==> config.mk <==
export PLATFORM = sky130hd
export DESIGN_NAME = irq_level_dispatch
export DESIGN_NICKNAME = d
export VERILOG_FILES = /design/src/rtl/irqd_pkg.sv /design/src/rtl/irqd_qualify.sv /design/src/rtl/irqd_vector.sv /design/src/rtl/irq_level_dispatch.sv
export SDC_FILE = /design/constraint.sdc
export NUM_CORES = 1
export LEC_CHECK = 0
export BUFFER_PORTS_ARGS = -buffer_cell sky130_fd_sc_hd__buf_4
export CORE_AREA = 2 2 270 272
export DETAILED_ROUTE_END_ITERATION = 12
export DIE_AREA = 0 0 272 274
export PLACE_DENSITY = 0.57
export SLEW_MARGIN = 20
export SYNTH_ARGS = -nofsm -noshare
export SYNTH_HDL_FRONTEND = slang
export SYNTH_SLANG_ARGS = --single-unit
==> constraint.sdc <==
create_clock -name clk -period 5.19 [get_ports clk]
set_clock_uncertainty 0.1 [all_clocks]
set_input_delay 1.038 -clock clk [delete_from_list [all_inputs] [get_ports clk]]
set_output_delay 1.038 -clock clk [all_outputs]
set_load 0.05 [all_outputs]
==> src/rtl/irqd_pkg.sv <==
package irqd_pkg;
  localparam int LVL_W   = 4;
  localparam int ST_W    = 32;
  localparam int ST_EXCM = 4;
  localparam int ST_UM   = 5;

  typedef enum logic [1:0] {
    XC_NONE   = 2'd0,
    XC_USER   = 2'd1,
    XC_KERNEL = 2'd2,
    XC_DOUBLE = 2'd3
  } xclass_e;
endpackage

==> src/rtl/irqd_qualify.sv <==
module irqd_qualify
  import irqd_pkg::*;
#(
  parameter int NUM_IRQ    = 8,
  parameter int NUM_LEVELS = 7
) (
  input  logic [LVL_W-1:0]              pend_level,
  input  logic [LVL_W-1:0]              cur_level,
  input  logic [NUM_IRQ-1:0]            int_set,
  input  logic [NUM_IRQ-1:0]            int_en,
  input  logic [NUM_LEVELS*NUM_IRQ-1:0] level_mask,
  output logic                          fire
);
  logic [NUM_IRQ-1:0] sel_mask;

  // one-hot compare per level; an unmatched level selects an empty mask
  always_comb begin
    sel_mask = '0;
    for (int l = 1; l <= NUM_LEVELS; l++) begin
      if (pend_level == LVL_W'(l))
        sel_mask = level_mask[(l-1)*NUM_IRQ +: NUM_IRQ];
    end
  end

  assign fire = (pend_level > cur_level) &&
                (pend_level <= LVL_W'(NUM_LEVELS)) &&
                (|(sel_mask & int_set & int_en));
endmodule

==> src/rtl/irqd_vector.sv <==
module irqd_vector
  import irqd_pkg::*;
#(
  parameter int              PC_W             = 32,
  parameter logic [PC_W-1:0] VEC_DEFAULT_BASE = 32'h2000_0000,
  parameter logic [PC_W-1:0] VEC_STRIDE       = 32'h0000_0040
) (
  input  logic [LVL_W-1:0] level,
  input  logic             reloc_en,
  input  logic [PC_W-1:0]  vecbase_in,
  output logic [PC_W-1:0]  target
);
  logic [PC_W-1:0] dflt;

  assign dflt   = VEC_DEFAULT_BASE + PC_W'(level) * VEC_STRIDE;
  assign target = reloc_en ? (dflt - VEC_DEFAULT_BASE + vecbase_in) : dflt;
endmodule

==> src/rtl/irq_level_dispatch.sv <==
module irq_level_dispatch
  import irqd_pkg::*;
#(
  parameter int              NUM_IRQ          = 8,
  parameter int              NUM_LEVELS       = 7,
  parameter int              PC_W             = 32,
  parameter int              CAUSE_W          = 6,
  parameter int              L1_CAUSE         = 4,
  parameter bit              HAS_DEPC         = 1'b1,
  parameter logic [PC_W-1:0] VEC_DEFAULT_BASE = 32'h2000_0000,
  parameter logic [PC_W-1:0] VEC_STRIDE       = 32'h0000_0040
) (
  input  logic                                clk,
  input  logic                                rst,
  input  logic [LVL_W-1:0]                    pend_level,
  input  logic [NUM_IRQ-1:0]                  int_set,
  input  logic [NUM_IRQ-1:0]                  int_en,
  input  logic [NUM_LEVELS*NUM_IRQ-1:0]       level_mask,
  input  logic [ST_W-1:0]                     status_in,
  input  logic [PC_W-1:0]                     pc_in,
  input  logic                                reloc_en,
  input  logic [PC_W-1:0]                     vecbase_in,
  output logic [PC_W-1:0]                     pc_out,
  output logic [ST_W-1:0]                     status_out,
  output logic [CAUSE_W-1:0]                  cause_out,
  output logic [1:0]                          exc_class,
  output logic                                taken,
  output logic [PC_W-1:0]                     epc1_out,
  output logic [PC_W-1:0]                     depc_out,
  output logic [(NUM_LEVELS-1)*PC_W-1:0]      epc_bank,
  output logic [(NUM_LEVELS-1)*ST_W-1:0]      eps_bank
);
  localparam int NBANK = NUM_LEVELS - 1;

  logic            fire;
  logic            is_l1;
  logic            in_excm;
  logic [PC_W-1:0] vec_target;

  logic [PC_W-1:0]    pc_q;
  logic [ST_W-1:0]    status_q;
  logic [CAUSE_W-1:0] cause_q;
  xclass_e            class_q;
  logic               taken_q;
  logic [PC_W-1:0]    epc1_q;

  irqd_qualify #(.NUM_IRQ(NUM_IRQ), .NUM_LEVELS(NUM_LEVELS)) u_qual (
    .pend_level (pend_level),
    .cur_level  (status_in[LVL_W-1:0]),
    .int_set    (int_set),
    .int_en     (int_en),
    .level_mask (level_mask),
    .fire       (fire)
  );

  irqd_vector #(.PC_W(PC_W), .VEC_DEFAULT_BASE(VEC_DEFAULT_BASE),
                .VEC_STRIDE(VEC_STRIDE)) u_vec (
    .level      (pend_level),
    .reloc_en   (reloc_en),
    .vecbase_in (vecbase_in),
    .target     (vec_target)
  );

  assign is_l1   = (pend_level == LVL_W'(1));
  assign in_excm = status_in[ST_EXCM];

  always_ff @(posedge clk) begin
    if (rst) begin
      pc_q     <= '0;
      status_q <= '0;
      cause_q  <= '0;
      class_q  <= XC_NONE;
      taken_q  <= 1'b0;
      epc1_q   <= '0;
    end else begin
      taken_q <= fire;
      class_q <= XC_NONE;
      if (fire) begin
        if (is_l1) begin
          cause_q  <= CAUSE_W'(L1_CAUSE);
          status_q <= status_in | (ST_W'(1) << ST_EXCM);
          if (in_excm) begin
            class_q <= XC_DOUBLE;
            if (!HAS_DEPC) epc1_q <= pc_in;
          end else begin
            epc1_q  <= pc_in;
            class_q <= status_in[ST_UM] ? XC_USER : XC_KERNEL;
          end
        end else begin
          status_q <= {status_in[ST_W-1:ST_EXCM+1], 1'b1, pend_level};
          pc_q     <= vec_target;
        end
      end
    end
  end

  // banked save registers, one pair per level from 2 upward
  for (genvar b = 0; b < NBANK; b++) begin : g_bank
    logic [PC_W-1:0] epc_q;
    logic [ST_W-1:0] eps_q;
    always_ff @(posedge clk) begin
      if (rst) begin
        epc_q <= '0;
        eps_q <= '0;
      end else if (fire && pend_level == LVL_W'(b + 2)) begin
        epc_q <= pc_in;
        eps_q <= status_in;
      end
    end
    assign epc_bank[b*PC_W +: PC_W] = epc_q;
    assign eps_bank[b*ST_W +: ST_W] = eps_q;
  end

  if (HAS_DEPC) begin : g_depc
    logic [PC_W-1:0] depc_q;
    always_ff @(posedge clk) begin
      if (rst)                           depc_q <= '0;
      else if (fire && is_l1 && in_excm) depc_q <= pc_in;
    end
    assign depc_out = depc_q;
  end else begin : g_no_depc
    assign depc_out = '0;
  end

  assign pc_out     = pc_q;
  assign status_out = status_q;
  assign cause_out  = cause_q;
  assign exc_class  = class_q;
  assign taken      = taken_q;
  assign epc1_out   = epc1_q;

  // status changes only on a dispatch
  p_hold_idle_r2: assert property (@(posedge clk) disable iff (rst)
    !taken |-> $stable(status_out));
  // a high-level dispatch raised the interrupt level above the old one
  p_level_raise_r4: assert property (@(posedge clk) disable iff (rst)
    (taken && exc_class == 2'd0) |-> (status_out[3:0] > $past(status_in[3:0])));
  // every dispatch leaves exception mode set
  p_excm_set_r6: assert property (@(posedge clk) disable iff (rst)
    taken |-> status_out[ST_EXCM]);
  // a class select only accompanies the strobe
  p_class_strobe_r9: assert property (@(posedge clk) disable iff (rst)
    (exc_class != 2'd0) |-> taken);
  // a level-1 dispatch carries the level-1 cause
  p_l1_cause_r6: assert property (@(posedge clk) disable iff (rst)
    (exc_class != 2'd0) |-> (cause_out == CAUSE_W'(L1_CAUSE)));
  // a level out of range never dispatches
  p_range_r10: assert property (@(posedge clk) disable iff (rst)
    (pend_level > LVL_W'(NUM_LEVELS)) |=> !taken);
endmodule

Word level (Yosys, flattened, before mapping)
Index checks and enable logic that the tools add are counted.

Add/subtract/negate cells: 3. Magnitude comparators: 2. Equality and inequality tests: 7. Multiplexer cells: 11. Bitwise logic cells: 5. Reductions and logical operators: 15.

Operator list (count): 8-bit 2-to-1 mux (7); 32-bit adder (1); 32-bit 2-to-1 mux (1); 32-bit by 30-bit subtractor with 32-bit output, second input constant (1); 30-bit by 10-bit adder with 31-bit output, first input constant (1); 8-bit AND (2); 4-bit by 3-bit equality test with 1-bit output, second input constant (4); 1-bit logical AND (10); 4-bit by 2-bit equality test with 1-bit output, second input constant (2); 8-bit OR reduction (1); 4-bit by 1-bit equality test with 1-bit output, second input constant (1); 4-bit > comparator (1); 4-bit by 3-bit less-or-equal comparator with 1-bit output, second input constant (1); 2-bit 2-to-1 mux (2); 4-bit 2-to-1 mux (1); 2-bit AND reduction (2); 1-bit NOT (3); 3-bit AND reduction (1); 3-bit OR reduction (1).

Bits in registers: 516. Input port bits: 175. Logic and storage cells: 62.

Longest topological paths before layout
Depth after elaboration: 14. Gate-level depth with buffers: 13. Mapped depth without buffers: 10.

Hierarchy
Synthesis repeated with hierarchy kept, for this count alone.

Cell total of the unflattened synthesis: 2066. Area total of the unflattened synthesis: 21443.1 um^2.

Modules (own cells, without submodules): irq_level_dispatch (times used 1, cells each 1835, area each 19865.3 um^2); irqd_vector (times used 1, cells each 130, area each 885.8 um^2); irqd_qualify (times used 1, cells each 101, area each 691.9 um^2).

Worst setup path after synthesis
Ideal clock, no wire load.

Path type: input -> register. From: input port pend_level[1]. To: register pc_q[26], in the netlist pc_out[26]. Setup time: 116 ps. Arrival time: 3273 ps. Required time: 4974 ps. Path slack: 1701 ps. Cell stages on the path: 10. Path buffers: 2. Cell sequence: buf_6 buf_6 inv_1 fa_1 nor2b_1 o21ai_0 a2111oi_0 nand4_1 xnor2_1 a41o_1.

Longest elaborated chain between the ends: 13. Elaborated cells between the ends (all ways): 27. Those cells by class: add/sub: 3; order compare: 2; eq/ne: 7; mux: 8; bitwise: 3; reduce/logical: 4.

RTL lines: start, declared (line irq_level_dispatch.sv:15) `input logic [LVL_W-1:0] pend_level,`; branches (longest 13 deep; another with 32-bit by 30-bit subtractor with 32-bit output); end signal, assigned (line irq_level_dispatch.sv:91) `pc_q <= vec_target;`; end, declared (line irq_level_dispatch.sv:40) `logic [PC_W-1:0] pc_q;`.

Parallel ways; which one is timed is not known. A chain may end at the register's enable or synchronous reset.

Worst setup path in the final report
From: input port pend_level[0]. To: register g_bank[5].epc_q[3].

Longest elaborated chain between the ends: 13. Elaborated cells between the ends (all ways): 22. Those cells by class: order compare: 2; eq/ne: 7; mux: 7; bitwise: 2; reduce/logical: 4.

RTL lines: 4-bit by 1-bit equality test with 1-bit output (line irqd_qualify.sv:20) `if (pend_level == LVL_W'(l))`; 8-bit 2-to-1 mux (7 in a row) (line irqd_qualify.sv:20); 8-bit AND (2 in a row) (line irqd_qualify.sv:27) `(|(sel_mask & int_set & int_en));`; 8-bit OR reduction (line irqd_qualify.sv:27); 1-bit logical AND (line irqd_qualify.sv:26) `(pend_level <= LVL_W'(NUM_LEVELS)) &&`; 1-bit logical AND * (line irq_level_dispatch.sv:105) `end else if (fire && pend_level == LVL_W'(b + 2)) begin`; end signal, assigned (line irq_level_dispatch.sv:106) `epc_q <= pc_in;`; end, declared (line irq_level_dispatch.sv:99) `logic [PC_W-1:0] epc_q;`.

Mark *: on every way between the ends. The rest lies on a longest branch, timed or not.

==> flow_metrics.tcl <==
set metrics [dict create \
    vias 16944 \
    drtIter0Drc 909 \
    hold_path_class "reg -> reg" \
    drv_slew 0 \
    cts_tree "done" \
    core_area_mm2 0.0720 \
    grt_pass1_vias 16942 \
    setup_violations 0 \
    grt.total_usage 0.188 \
    yosysMostFrequentCell "nand2_1" \
    drive_gt1_frac 0.321 \
    hold_start "g_bank[0].eps_q[13]" \
    r2r_slack_ps 4250 \
    startpoint_type "primary input" \
    wl_per_cell_um 20.4 \
    wirelength_mm 74.1 \
    area_growth_pct 39.0 \
    clock-sinks 516 \
    num_rows 99 \
    cp.required_ps 5600 \
    synth_area_leaders "dfxtp_1 52%, mux2i_1 23%, nand2_1 10%, clkbuf_1 1.6%, buf_6 1.3%" \
    post-route-drc-count 0 \
    finalHoldViolations 0 \
    ant_nets 0 \
    synth_edf_count 0 \
    fin_crit_sh 0.722 \
    cp-end-kind "flip-flop" \
    cts_setup_buffers 0 \
    tightestPinTransition_ps 865 \
    postCtsResizedCells 0 \
    synth-seq-area-share 0.515 \
    power_density_mw_per_mm2 316 \
    synth_mux_area_frac 0.234 \
    synth_top_family_by_area "multiplexers" \
    avgSynthCellArea_um2 10.0 \
    h-tree-depth 2 \
    gr-max-usage-layer "met2" \
    peakVddDrop_mv 0.226 \
    grtUsageMet2 0.322 \
    clock.fmax_mhz 267 \
    netlist_top_cells_count "556 x nand2_1, 516 x dfxtp_1, 465 x mux2i_1, 85 x clkbuf_1, 31 x nor3_1" \
    fp.dieH_um 274 \
    yosys.area_share.simple 0.143 \
    synth_warnings 0 \
    grt_util_met3 0.0500 \
    crit_path_max_fanout 43 \
    post-route-min-period_ps 3750 \
    cts_root_buf "clkbuf_16" \
    yosys.area.top_type "dfxtp_1" \
    final_core_util 0.387 \
    synthesis.instances 1998 \
    postCtsHoldBufs 0 \
    outcome "finished clean" \
    grt_overflow 0 \
    insertion_delay_ps 590 \
    antenna_found_initial 0 \
    grt_use_met1 0.225 \
    async_reset_ff_frac 0 \
    yosys_register_bits 516 \
    arrival_ps 4160 \
    first_pass_iters 5 \
    grt_pass1_wl_mm 107 \
    p_leak_nw 14.2 \
    netlist_area_mm2 0.0201 \
    dp.final_hpwl_mm 52.8 \
    synth_top_area_share 0.515 \
    start_util 0.279 \
    die_area_mm2 0.0745 \
    place_ws_ps 852 \
    numCtsBuffers 55 \
    antennaDiodeCount 0 \
    r2r-start "pc_out[10]" \
    setup_tns_ps 0 \
    clk_path_buf_depth 3 \
    viasPerCell 4.67 \
    slew_headroom 0.422 \
    cp-startpoint "pend_level[0]" \
    grt_max_degree 99 \
    ys.flop_type "dfxtp_1" \
    critical_path_class "in -> reg" \
    path_clk_slew_ps 60 \
    power_w 0.00881 \
    synth_compound_gate_area_share 0.0472 \
    gp_congestion 0.864 \
    rsz0062_at_grt "no" \
    synthDistinctLibCells 61 \
    portBuffers 690 \
    layout.nets 2812 \
    synth_adder_area_share 0.00599 \
    die_width_um 272 \
    synthXorXnorAreaFrac 0.0105 \
    maxCapViolCount 0 \
    ioPinCount 696 \
    final.setup.worst_slack_ps 1440 \
]
cell families after synthesis:
kind of cell,Yosys count
AND/OR/NAND/NOR,684
buffers and inverters,162
other,1
XOR/XNOR,24
multiplexers,468
adder cells (fa/ha/maj),9
AO/OA/AOI/OAI,134
flip-flops,516
cell type report:
type / instances / area (um^2)
inverter: 12 / 52.6
clock inverter: 27 / 303
sequential: 516 / 10300
timing repair buffer: 719 / 5510
multi-input combinational: 1324 / 8890
clock buffer: 74 / 1580
fill: 7154 / 44100
tap: 959 / 1200
final timing paths:
kind                                       endpoint  cells after the start
worst min register to register  g_bank[0].eps_q[13]                      2
worst min-delay path            g_bank[0].eps_q[13]                      2
worst max register to register           pc_out[10]                      2
worst max-delay path             g_bank[5].epc_q[3]                      9
registers in the layout (all words and copies together) (netlist names):
signal / flops
exc_class: 2
g_bank.eps_q: 192
g_bank.epc_q: 192
taken: 1
status_out: 32
epc1_out: 32
pc_out: 32
depc_out: 32
cause_out: 1
power by group:
group | leakage [nW] | switching [W] | total [W] | internal [W]
registers | 4.16 | 0.0000195 | 0.00401 | 0.00399
logic | 9.09 | 0.000497 | 0.000727 | 0.000230
clock network | 0.942 | 0.00168 | 0.00407 | 0.00239
metal layers:
metal,up-vias,wire length (um)
li1,8052,-
met1,8169,30400
met2,601,35600
met3,122,5540
met4,0,2590
met5,-,0
worst max-delay path, stage by stage:
cell	delay, ps
buf_4	360
nand4b_1	450
o2111ai_1	370
a221oi_1	80
nor4_1	370
and3_2	380
or3_4	420
buf_12	330
mux2i_1	240
cell usage in the layout, fill, tap and decap left out, drive strengths merged, types with 8 or more instances in the layout:
| master | synthesis | final |
|---|---|---|
| buf | 65 | 719 |
| nand2 | 556 | 556 |
| dfxtp | 516 | 516 |
| mux2i | 465 | 465 |
| clkbuf | 85 | 74 |
| nor3 | 31 | 31 |
| a31o | 27 | 27 |
| a21oi | 26 | 26 |
| nand4 | 25 | 25 |
| o21ai | 23 | 23 |
| xnor2 | 18 | 18 |
| inv | 12 | 17 |
| clkinv | 0 | 16 |
| nor2 | 15 | 15 |
| nand3 | 10 | 10 |
| o211ai | 9 | 9 |
| a211oi | 8 | 8 |
| ha | 8 | 8 |
through the flow:
| step | cell area (um^2) | cells | hold slack (ps) |
|---|---|---|---|
| 2_1_floorplan | 20100 | 2002 | 571 |
| 3_3_place_gp | 26000 | 3530 | 345 |
| 3_5_place_dp | 26000 | 3530 | 348 |
| 4_1_cts | 27900 | 3631 | 359 |
| 5_1_grt | 27900 | 3631 | 375 |
| 6_report | 27900 | 3631 | 358 |
Power figures use the tool's default switching activity.
